--- src/rtl/pt_walker.sv ---
module pt_walker #(
  parameter int OFF_W = 12,
  parameter int IDX_W = 10
) (
  input  logic                        clk,
  input  logic                        rst_n,
  input  logic                        base_we,
  input  logic [OFF_W+2*IDX_W-1:0]    base_wdata,
  input  logic                        req_valid,
  input  logic [OFF_W+2*IDX_W-1:0]    req_vaddr,
  input  logic                        req_write,
  input  logic                        req_user,
  output logic                        req_ready,
  output logic                        mem_rd_en,
  output logic [OFF_W+2*IDX_W-1:0]    mem_addr,
  input  logic                        mem_rd_valid,
  input  logic [OFF_W+2*IDX_W-1:0]    mem_rd_data,
  output logic                        rsp_valid,
  output logic [OFF_W+2*IDX_W-1:0]    rsp_paddr,
  output logic [2:0]                  rsp_fault,
  input  logic                        rsp_ack
);
  localparam int AW = OFF_W + 2*IDX_W;
  localparam int FW = AW - OFF_W;
  localparam logic [2:0] F_NONE = 3'd0, F_DIR = 3'd1, F_LEAF = 3'd2,
                         F_RO = 3'd3, F_USER = 3'd4;

  typedef enum logic [2:0] {S_IDLE, S_DIR, S_LEAF, S_DONE, S_FAULT} st_t;

  st_t            st;
  logic [AW-1:0]  base_q, va_q, addr_q, paddr_q;
  logic           wr_q, us_q;
  logic [2:0]     fault_q;

  wire pte_v = mem_rd_data[0];
  wire pte_w = mem_rd_data[1];
  wire pte_u = mem_rd_data[2];
  wire [FW-1:0] pte_frame = mem_rd_data[AW-1:OFF_W];

  always_ff @(posedge clk or negedge rst_n)
    if (!rst_n)       base_q <= '0;
    else if (base_we) base_q <= base_wdata;

  always_ff @(posedge clk or negedge rst_n) begin
    if (!rst_n) begin
      st      <= S_IDLE;
      va_q    <= '0;
      addr_q  <= '0;
      paddr_q <= '0;
      wr_q    <= 1'b0;
      us_q    <= 1'b0;
      fault_q <= F_NONE;
    end else begin
      case (st)
        S_IDLE: if (req_valid) begin
          va_q    <= req_vaddr;
          wr_q    <= req_write;
          us_q    <= req_user;
          paddr_q <= '0;
          fault_q <= F_NONE;
          addr_q  <= base_q + {{(AW-IDX_W-2){1'b0}}, req_vaddr[AW-1 -: IDX_W], 2'b00};
          st      <= S_DIR;
        end
        S_DIR: if (mem_rd_valid) begin
          if (!pte_v) begin
            fault_q <= F_DIR;
            st      <= S_FAULT;
          end else begin
            addr_q <= {pte_frame, va_q[OFF_W+IDX_W-1:OFF_W], 2'b00};
            st     <= S_LEAF;
          end
        end
        S_LEAF: if (mem_rd_valid) begin
          if (!pte_v) begin
            fault_q <= F_LEAF;
            st      <= S_FAULT;
          end else if (us_q && !pte_u) begin
            fault_q <= F_USER;
            st      <= S_FAULT;
          end else if (wr_q && !pte_w) begin
            fault_q <= F_RO;
            st      <= S_FAULT;
          end else begin
            paddr_q <= {pte_frame, va_q[OFF_W-1:0]};
            st      <= S_DONE;
          end
        end
        S_DONE, S_FAULT: if (rsp_ack) st <= S_IDLE;
        default: st <= S_IDLE;
      endcase
    end
  end

  assign req_ready = (st == S_IDLE);
  assign mem_rd_en = (st == S_DIR) || (st == S_LEAF);
  assign mem_addr  = addr_q;
  assign rsp_valid = (st == S_DONE) || (st == S_FAULT);
  assign rsp_paddr = paddr_q;
  assign rsp_fault = fault_q;
endmodule


--- config.mk ---
export PLATFORM = sky130hd
export DESIGN_NAME = pt_walker
export DESIGN_NICKNAME = d
export VERILOG_FILES = /design/src/rtl/pt_walker.sv
export SDC_FILE = /design/constraint.sdc
export NUM_CORES = 1
export LEC_CHECK = 0
export CAP_MARGIN = 20
export CORE_MARGIN = 5
export CORE_UTILIZATION = 42
export CTS_BUF_LIST = sky130_fd_sc_hd__clkbuf_16
export CTS_CLUSTER_DIAMETER = 150
export CTS_CLUSTER_SIZE = 25
export DETAILED_ROUTE_END_ITERATION = 16
export DONT_BUFFER_PORTS = 1
export SLEW_MARGIN = 10
export SYNTH_ARGS = -nofsm -noshare
export SYNTH_HDL_FRONTEND = slang
export SYNTH_SLANG_ARGS = --single-unit
--- constraint.sdc ---
create_clock -name clk -period 4.2 [get_ports clk]
set_input_delay 1.26 -clock clk [delete_from_list [all_inputs] [get_ports clk]]
set_output_delay 1.26 -clock clk [all_outputs]
set_load 0.03 [all_outputs]
# Word level (Yosys, flattened, before mapping)
# Cells that the tools add are included.
[totals] register_bits=126 output_inout_bits=70
[classes] eq_ne=14 n_mux=27 addsub=1 n_reduce_logical=16
[op_table] operator="32-bit two-way mux" n=8
[op_table] operator="32-bit case mux with 2 select lines" n=2
[op_table] operator="3-bit two-way mux" n=15
[op_table] operator="32-bit by 12-bit adder with 32-bit output" n=1
[op_table] operator="2-bit != test, second input constant" n=9
[op_table] operator="3-bit case mux with 4 select lines" n=1
[op_table] operator="6-bit AND reduction" n=2
[op_table] operator="3-bit case mux with 3 select lines" n=1
[op_table] operator="4-bit AND reduction" n=2
[op_table] operator="3-bit by 2-bit == test with 1-bit output, second input constant" n=2
[op_table] operator="4-bit != test, second input constant" n=1
[op_table] operator="2-bit nonzero test" n=2
[op_table] operator="3-bit by 1-bit == test with 1-bit output, second input constant" n=1
[op_table] operator="3-bit == test, second input constant" n=1
[op_table] operator="3-bit logical NOT" n=1
[op_table] operator="3-bit nonzero test" n=1
[op_table] operator="1-bit logical AND" n=2
[op_table] operator="1-bit logical NOT" n=2
[op_table] operator="1-bit logical OR" n=2
[op_table] operator="2-bit AND reduction" n=1
[op_table] operator="2-bit OR reduction" n=1

# Depth between registers and ports, before layout
# Gate-level depths: netlist (run 1).
[logic_depth] depth_word=7 depth_mapped=8

# Worst setup path after synthesis (run 1)
# OpenSTA, ideal clock, no wires.
[synth_path] path_type="input port to flip-flop" start="input req_vaddr[22]" end="register addr_q[20], in the netlist mem_addr[20]" path_stages=8 setup_time_ns=0.134 path_buffers=0 setup_slack_ns=1.124 arrival_ns=2.942 path_cell_list="ha_1 fa_1 a21oi_1 o21ai_0 a211oi_4 nor3_1 xnor2_1 o22ai_1"
[synth_via] elab_chain_cells=3
[synth_rtl] element="from (decl)" line_no="10" source="input logic [OFF_W+2*IDX_W-1:0] req_vaddr,"
[synth_rtl] element="32-bit by 12-bit adder with 32-bit output" line_no="61" source="addr_q <= base_q + {{(AW-IDX_W-2){1'b0}}, req_vaddr[AW-1 -: IDX_W], 2'b00};"
[synth_rtl] element="32-bit two-way mux" line_no="55" source="S_IDLE: if (req_valid) begin"
[synth_rtl] element="32-bit case mux with 2 select lines" line_no="54" source="case (st)"
[synth_rtl] element="to (signal assigned)" line_no="61"
[synth_rtl] element="to (signal assigned)" line_no="69" source="addr_q <= {pte_frame, va_q[OFF_W+IDX_W-1:OFF_W], 2'b00};"
[synth_rtl] element="to (decl)" line_no="31" source="logic [AW-1:0] base_q, va_q, addr_q, paddr_q;"
# Every way passes these cells. The select of a mux whose other input is x is not followed.
# A chain may end at the register's enable or synchronous reset.

# Worst setup path after layout (run 1)
[layout_path] start="register st[1]" end="output rsp_valid"
[layout_via] elab_chain_cells=2 elab_cells_between_ends=3
[layout_rtl] element="from (decl)" line_no="30" source="st_t st;"
[layout_rtl] element="from (signal assigned)" line_no="46" source="st <= S_IDLE;"
[layout_rtl] element="from (signal assigned)" line_no="62" source="st <= S_DIR;"
[layout_rtl] element="from (signal assigned)" line_no="67" source="st <= S_FAULT;"
[layout_rtl] element="3-bit by 2-bit == test with 1-bit output or 3-bit == test (tied branches)" line_no="97" source="assign rsp_valid = (st == S_DONE) || (st == S_FAULT);"
[layout_rtl] element="1-bit logical OR *" line_no="97"
[layout_rtl] element="to (decl)" line_no="18" source="output logic rsp_valid,"
# Mark *: on every way between the ends. The rest lies on a longest branch, timed or not.

==> results.md, run 1 <==
* Crit-path max cell delay at ~800 ps
* CP Capture Type: primary output
* Ys async rst share at 1.000
* Critical path buffer and inverter count at 0
* Area Growth Syn to Fin at 13.11%
* Vias in the first global route at 4721
* Initial antenna violation count at 0
* Core Area at 0.01399 sq mm
* Mean Syn Cell Area at 9.410 sq um
* Maximum VDD drop at 364.7 uV
* Die height at ~130 um
* Slowest CP cell: o21ai_0
* Cell Pwr Density at 804.0 mW/mm^2
* Hold Path End: va_q[21]
* Ys Warns at 0
* Unique masters post-synth at 53
* Pwr Total at 5502 uW
* R2R Setup Slk at ~1500 ps
* Drt total wl at ~16000 um
* Via count at 4658
* FMAX at 318.7 MHz
* Yosys reg bits at about 130
* PostCTS Resize Cnt at 0
* Final Hold Violating Endpoints at 0
* Worst Setup Start Kind: flip-flop
* Remaining Overflow, GRT at 0
* Final Cycle Share at 0.7470
* Layout cells sized above 1 at 0.1265
* Tightest Pin Transition at 995.2 ps
* Max Slew Vio Count at 0
* Worst setup startpoint: st[1]
* First-pass GRT wire length at approximately 25000 um
* Worst Skew at ~8.9 ps
* Final ANT Viol Nets at 0
* Vias/cell at 5.626
* WS Path Type: flip-flop to primary output
* # IOs at 174
* Cell breakdown of the critical path: nand2_1, o21ai_0
* Tightest Hold Check Type: flip-flop to flip-flop
* Drt initial violations at 227
* Worst skew pair latency at 420 ps
* DRT Pass-1 Iters at 5
* Setup slack after layout at 1063 ps
* Largest delay share family, worst path: compound AO/OA/AOI/OAI gates
* H-tree levels at 4
* # setup viols final at 0
* Worst hold path depth at 2
* Largest net degree at the start of global routing at 127
* Slew HR at 0.3295
* GP Congestion at 0.8757
* Worst EP required at 2940 ps
* DRC violations left at 0
* Worst Path Max Fanout at 13
* Reg2reg start: st[0]
* # rows at 43
* I/O Buffers at 0
* Clk buf depth at 2
* Post-Syn Nets at 758
* Status: completed
* Syn Inst Count at 643
* Post-DP HPWL at 11590 um
* Final min period at 3137 ps
* Arr. time, crit path at between 1500 and 2000 ps
* Nets at approximately 750
* Starting Density at 0.4326
* Post-Synthesis Cell Area at 0.006051 sq mm
* CTS tree: built
* Setup tns final at 0 ps
* Dpl ws at 725.7 ps
* Die width at 130.0 um
* Number of synthesized flops with an enable pin at 0
* GRT Total Usage at 0.1933
* Top_reg_cell synth: dfrtp_1
* RSZ-0062 raised after global routing: false
* Wirelength per Cell at between 15 and 20 um
* CTS Buf Count at 17
* CTS Hold Bufs at 0
* Die area at 0.01691 sq mm
* Post-CTS Setup Repair Bufs at 0
* Leakage at ~0.003 uW
* CTS sink count at ~130
* R2r endpoint: va_q[21]
* Max-cap violations at 0
* Worst Hold Launch: va_q[21]
* Seq/Total Area, Yosys at 0.5211
* ANT cells at 0
* Hold slack at 471.2 ps
* Clk slew on worst S/H paths at 50 ps
* Reg2reg path depth at 7
* Root buf cell: clkbuf_16
-- state kept, by name, summed over array words and instances, names as in the netlist --
register	cells
base_q	32
mem_addr	32
rsp_paddr	32
va_q	22
rsp_fault	3
st	3
us_q	1
wr_q	1
-- where the power goes --
part	switching (uW)	internal [uW]	total, uW
clock	529	1040	1570
sequential	860	1620	2480
combinational	941	513	1450
total	2330	3170	5500
-- per-layer routing --
layer	vias to the layer above	part of all wire	global-route usage	wire (um)
li1	2185	-	-	-
met1	2301	0.38	0.2214	6051
met2	148	0.50	0.3211	7959
met3	24	0.098	0.08350	1564
met4	0	0.020	0.07335	312
met5	-	0	0	0
-- synthesized netlist by cell type, drive strengths merged, types with 10 or more instances --
master	instances	share of area
a31oi	10	0.010
xnor2	21	0.030
buf	12	0.0099
a21oi	37	0.031
o22ai	12	0.012
nand3	48	0.040
nor2	37	0.023
o21ai	53	0.044
inv	39	0.024
dfrtp	126	0.52
ha	10	0.021
clkbuf	23	0.014
mux2	29	0.054
and3	13	0.014
nand2	116	0.072
-- area by class of cell --
cell class	count	area, sq um
fill	1350	7144
inverter	39	146.4
clock inverter	14	198.9
multi-input combinational	443	2628
timing repair buffer	9	67.56
tap	180	225.2
clock buffer	17	425.4
sequential	126	3153
-- layout by cell type (no fill, tap or decap), types with 3 or more instances in the layout --
master	synthesis	routed
inv_1	39	40
dfrtp_1	126	126
mux2i_1	5	5
a31oi_1	10	10
mux2_2	29	29
o21ai_0	51	51
nor2_2	1	3
buf_4	1	9
and3_1	12	12
o31ai_1	3	3
nand4_1	3	3
nor2b_1	4	4
bufinv_16	0	5
xnor2_1	21	21
nor3_1	5	4
nand2_1	116	116
o22ai_1	12	12
ha_1	10	10
a311oi_1	3	3
nor2_1	36	34
nand3_1	48	48
nor4_1	3	3
clkbuf_16	0	17
nand2b_1	4	4
a21oi_1	36	36
clkinv_2	0	5
-- worst register-to-register path, stage by stage (launching register included) --
cell     delay, ps
dfrtp_1        570
nand3_1        230
a211o_1        340
buf_4          250
nor2_2         750
buf_4          320
nand2_1        110
nand2_1         60
-- logic make-up after synthesis --
family | count (synthesis) | share of synthesized area
simple gates | 244 | 0.1851
compound gates | 133 | 0.1288
flops | 126 | 0.5211
buf+inv | 74 | 0.04839
mux | 34 | 0.06224
xor+xnor | 21 | 0.03040
fa+ha+maj | 11 | 0.02399
-- metrics by stage --
| step | instances | util | area, sq um |
|---|---|---|---|
| after floorplan | 643 | - | 6051 |
| after global placement | 797 | 0.4446 | 6220 |
| after detailed placement | 797 | 0.4446 | 6220 |
| after CTS | 828 | 0.4893 | 6844 |
| after global routing | 828 | 0.4893 | 6844 |
| final | 828 | 0.4893 | 6844 |
-- how the worst max path moves through the flow --
stage,endpoint,depth (start not counted)
after floorplan,mem_addr[20],8
after global placement,mem_addr[14],8
after detailed placement,mem_addr[14],8
after CTS,rsp_valid,2
after global routing,rsp_valid,2
final,rsp_valid,2
Note: power is estimated with default switching activity, not from simulation.
==> run 2: changes to the inputs <==
==> constraint.sdc (replaced) <==
create_clock -name clk -period 3.02 [get_ports clk]
set_input_delay 0.906 -clock clk [delete_from_list [all_inputs] [get_ports clk]]
set_output_delay 0.906 -clock clk [all_outputs]
set_load 0.03 [all_outputs]
==> results.md, run 2 (same netlist as run 1, synthesis figures left out) <==
* Highest-count cells in the layout ignoring fill and taps: dfrtp_1, nand2_1, o21ai_0
* Arr. time, crit path at 1730 ps
* Setup tns final at 0 ps
* WS Path Type: flip-flop to primary output
* Setup slack after layout at 385.5 ps
* Number of fill cells at 1331
* Inst Count DP at 803
* Vias/cell at 5.577
* Clk slew on worst S/H paths at 50 ps
* Tightest Hold Check Type: primary input to asynchronous set/reset pin
* GP Congestion at 0.9068
* # IOs at between 150 and 200
* R2r endpoint: mem_addr[30]
* Die area at 0.01691 sq mm
* Status: completed
* Post-CTS Setup Repair Bufs at 0
* Final Cycle Share at 0.8723
* Tightest Pin Transition at 776.6 ps
* Commonest non-fill, non-tap cell in the layout: dfrtp_1
* Reg2reg path depth at 9
* CTS Hold Bufs at 0
* Clk buf depth at 2
* Die width at about 130 um
* Remaining Overflow, GRT at 0
* Vias in the first global route at 4793
* First-pass GRT wire length at 25210 um
* CP Capture Type: primary output
* Reg2reg start: base_q[2]
* Layout cells sized above 1 at 0.1298
* Initial antenna violation count at 0
* Cell breakdown of the critical path: nand2b_1, nor2_2, or2_2
* Slew HR at 0.4810
* Area Growth Syn to Fin at 13.52%
* Worst skew pair latency at between 400 and 500 ps
* H-tree levels at 4
* Drt initial violations at 313
* FMAX at 379.6 MHz
* Post-DP HPWL at 11680 um
* Final Hold Violating Endpoints at 0
* Leakage at between 0.003 and 0.004 uW
* Worst Path Max Fanout at 13
* R2R Setup Slk at 620 ps
* PostCTS Resize Cnt at 0
* DRC violations left at 0
* Final min period at 2634 ps
* Die height at 130.0 um
* Final ANT Viol Nets at 0
* Max Slew Vio Count at 0
* Final Instance Count excl. Fillers at 835
* RSZ-0062 raised after global routing: false
* Slowest CP cell: dfrtp_1
* Area post-placement at roughly 0.0063 sq mm
* CTS sink count at around 130
* I/O Buffers at 0
* ANT cells at 0
* Worst EP required at 2110 ps
* Worst Setup Start Kind: flip-flop
* Max-cap violations at 0
* Critical path buffer and inverter count at 0
* Via count at between 4k and 5k
* CTS tree: built
* Worst setup startpoint: st[1]
* CTS Buf Count at 17
* Maximum VDD drop at 556.4 uV
* Crit-path max cell delay at 600 ps
* Core Area at 0.01399 sq mm
* # rows at 43
* # setup viols final at 0
* Dpl ws at 81.96 ps
* GRT Total Usage at 0.1947
* Root buf cell: clkbuf_16
* Wirelength per Cell at 19.15 um
* Largest net degree at the start of global routing at 127
* Cell Pwr Density at 1108 mW/mm^2
* DRT Pass-1 Iters at 7
* Worst Skew at 5.931 ps
* Nets at 757
* Design area at 0.006869 sq mm
* Starting Density at 0.4326
* Drt total wl at 15990 um
* Largest delay share family, worst path: simple AND/OR/NAND/NOR gates
[run 2: worst max path at each step]
stage	to	slack, ps	depth (start not counted)
global route	mem_rd_en	290	3
detailed placement	mem_addr[14]	80	9
finish	mem_rd_en	390	3
CTS	mem_rd_en	370	3
floorplan	mem_addr[20]	300	8
global placement	mem_addr[14]	150	9
[run 2: layout make-up]
type	count	area, sq um	share of cell area
clock buffers	17	425.4	0.06193
clock inverters	15	178.9	0.02605
inverters	39	146.4	0.02131
multi-input cells	443	2628	0.3825
flip-flops and latches	126	3153	0.4590
well taps	180	225.2	0.03279
repair buffers	15	112.6	0.01639
[run 2: routing by layer]
| layer | vias to the layer above | global-route usage | routed length [um] |
|---|---|---|---|
| met4 | 0 | 0.08680 | 446 |
| met2 | 163 | 0.3183 | 7790 |
| met1 | 2265 | 0.2167 | 6011 |
| met3 | 33 | 0.09210 | 1739 |
| met5 | - | 0 | 0 |
| li1 | 2196 | - | - |
[run 2: power by group]
| part | switching, uW | total, uW | internal, uW |
|---|---|---|---|
| Sequential | 1170 | 3420 | 2250 |
| Clock | 718 | 2080 | 1360 |
| Combinational | 1350 | 2110 | 763 |
[run 2: metrics by stage]
| stage | hold slack, ps | total power (uW) | util |
|---|---|---|---|
| 6_report | 191.9 | 7612 | 0.4911 |
| 5_1_grt | 162.6 | 8102 | 0.4911 |
| 3_5_place_dp | 458.2 | 5577 | 0.4479 |
| 2_1_floorplan | 437.4 | 4894 | - |
| 4_1_cts | 167.2 | 7695 | 0.4911 |
| 3_3_place_gp | 453.9 | 5489 | 0.4479 |
==> run 3: changes to the inputs <==
--- a/config.mk
+++ b/config.mk
@@ -6,6 +6,7 @@
 export NUM_CORES = 1
 export LEC_CHECK = 0
 export CAP_MARGIN = 20
+export CORE_ASPECT_RATIO = 0.75
 export CORE_MARGIN = 5
 export CORE_UTILIZATION = 42
 export CTS_BUF_LIST = sky130_fd_sc_hd__clkbuf_16
==> results.md, run 3 (same netlist as run 1, synthesis figures left out) <==
* Worst Path Max Fanout at 12
* Nets at between 700 and 800
* Inst Count DP at 822
* Cell Pwr Density at 1092 mW/mm^2
* Hold slack at 192.7 ps
* Wirelength per Cell at 19.09 um
* Post-DP HPWL at between 10000 and 15000 um
* CTS sink count at ~130
* Design area at 0.006844 sq mm
* Sequential cell area at 0.003153 sq mm
* Number of fill cells at 1349
* Commonest non-fill, non-tap cell in the layout: dfrtp_1
* Final Cycle Share at 0.8803
* Worst Setup Start Kind: flip-flop
* H-tree levels at 4
* DRC violations left at 0
* Critical path buffer and inverter count at 0
* Maximum VDD drop at 389.0 uV
* Via count at ~4.7k
* Worst Skew at 8.162 ps
* Root buf cell: clkbuf_16
* First-pass GRT wire length at 25860 um
* FMAX at 376.1 MHz
* Crit-path max cell delay at roughly 560 ps
* CTS Hold Bufs at 0
* Highest-count cells in the layout ignoring fill and taps: dfrtp_1, nand2_1, o21ai_0
* DRT Pass-1 Iters at 5
* Worst skew pair latency at between 400 and 500 ps
* Leakage at 0.002995 uW
* Tightest Hold Check Type: primary input to asynchronous set/reset pin
* # rows at 38
* Final Instance Count excl. Fillers at around 850
* Area of the multi-input gates at 0.002628 sq mm
* Post-CTS Setup Repair Bufs at 0
* # setup viols final at 0
* Arr. time, crit path at roughly 1800 ps
* Cell breakdown of the critical path: nor2_1, and2_1, or2_2
* Core Area at 0.01431 sq mm
* RSZ-0062 raised after global routing: false
* Final min period at 2659 ps
* Die height at 113.9 um
* Tightest Pin Transition at around 570 ps
* Slowest CP cell: dfrtp_1
* Die width at approximately 150 um
* Vias/cell at 5.468
* Layout cells sized above 1 at 0.1225
* CTS tree: built
* GP Congestion at 0.8371
* Clk buf depth at 2
* Worst EP required at 2110 ps
* Die area at 0.01693 sq mm
* ANT cells at 0
* WS Path Type: flip-flop to primary output
* Final ANT Viol Nets at 0
* Drt initial violations at between 200 and 300
* Final Hold Violating Endpoints at 0
* Initial antenna violation count at 0
* Max-cap violations at 0
* R2R Setup Slk at 550 ps
* I/O Buffers at 0
* PostCTS Resize Cnt at 0
* GRT Total Usage at 0.1973
* CTS Buf Count at 17
* Largest delay share family, worst path: simple AND/OR/NAND/NOR gates
* Area post-placement at 0.006307 sq mm
* Vias in the first global route at 4660
* Setup tns final at 0 ps
* Area Growth Syn to Fin at 13.11%
* Final Util at 0.4782
* CP Capture Type: primary output
* Drt total wl at 16280 um
* Max Slew Vio Count at 0
* Starting Density at 0.4228
* Remaining Overflow, GRT at 0
* # IOs at 174
* Status: completed
* Largest net degree at the start of global routing at 127
* Clk slew on worst S/H paths at 50 ps
* Slew HR at 0.6136
-- run 3: power breakdown --
group / internal [uW] / switching [uW]
combinational: 779 / 1400
sequential: 2250 / 1170
clock: 1180 / 693
total: 4210 / 3260
-- run 3: final timing paths --
| check | start | end | depth (start not counted) |
|---|---|---|---|
| hold reg to reg | va_q[21] | va_q[21] | 2 |
| max in group asynchronous | rst_n | rsp_paddr[4] | 0 |
| setup / recovery | st[0] | mem_rd_en | 3 |
| min in group clk | va_q[21] | va_q[21] | 2 |
| hold / removal | rst_n | base_q[16] | 0 |
| setup reg to reg | base_q[2] | mem_addr[30] | 9 |
-- run 3: layer usage --
metal | vias to the layer above | GRT usage | share of wire | routed length [um]
met4 | 0 | 0.07323 | 0.014 | 229
met1 | 2310 | 0.2568 | 0.44 | 7173
met2 | 146 | 0.2984 | 0.46 | 7538
met3 | 17 | 0.07863 | 0.082 | 1339
met5 | - | 0 | 0 | 0
li1 | 2191 | - | - | -
-- run 3: per-stage QoR --
step / total power (uW) / setup WS [ps]
global route: 7951 / 245.0
global placement: 5580 / 75.32
detailed placement: 5663 / 49.31
finish: 7475 / 361.5
CTS: 7559 / 350.5
floorplan: 4894 / 297.7
-- run 3: worst register-to-register path, stage by stage (launching register included) --
cell and delay (ps):
dfrtp_1 380, ha_1 220, fa_1 420, a21oi_1 210, o21ai_0 260, a211oi_4 320
buf_12 160, nor4_1 60, xnor2_1 210, o22ai_1 100
-- run 3: final cells by class --
cell class                 instances  share of cell area
clock buffer                      17             0.06216
clock inverter                    14             0.01627
inverter                          39             0.02139
multi-input combinational        443              0.3839
sequential                       126              0.4607
tap                              200             0.03656
timing repair buffer              14             0.01901
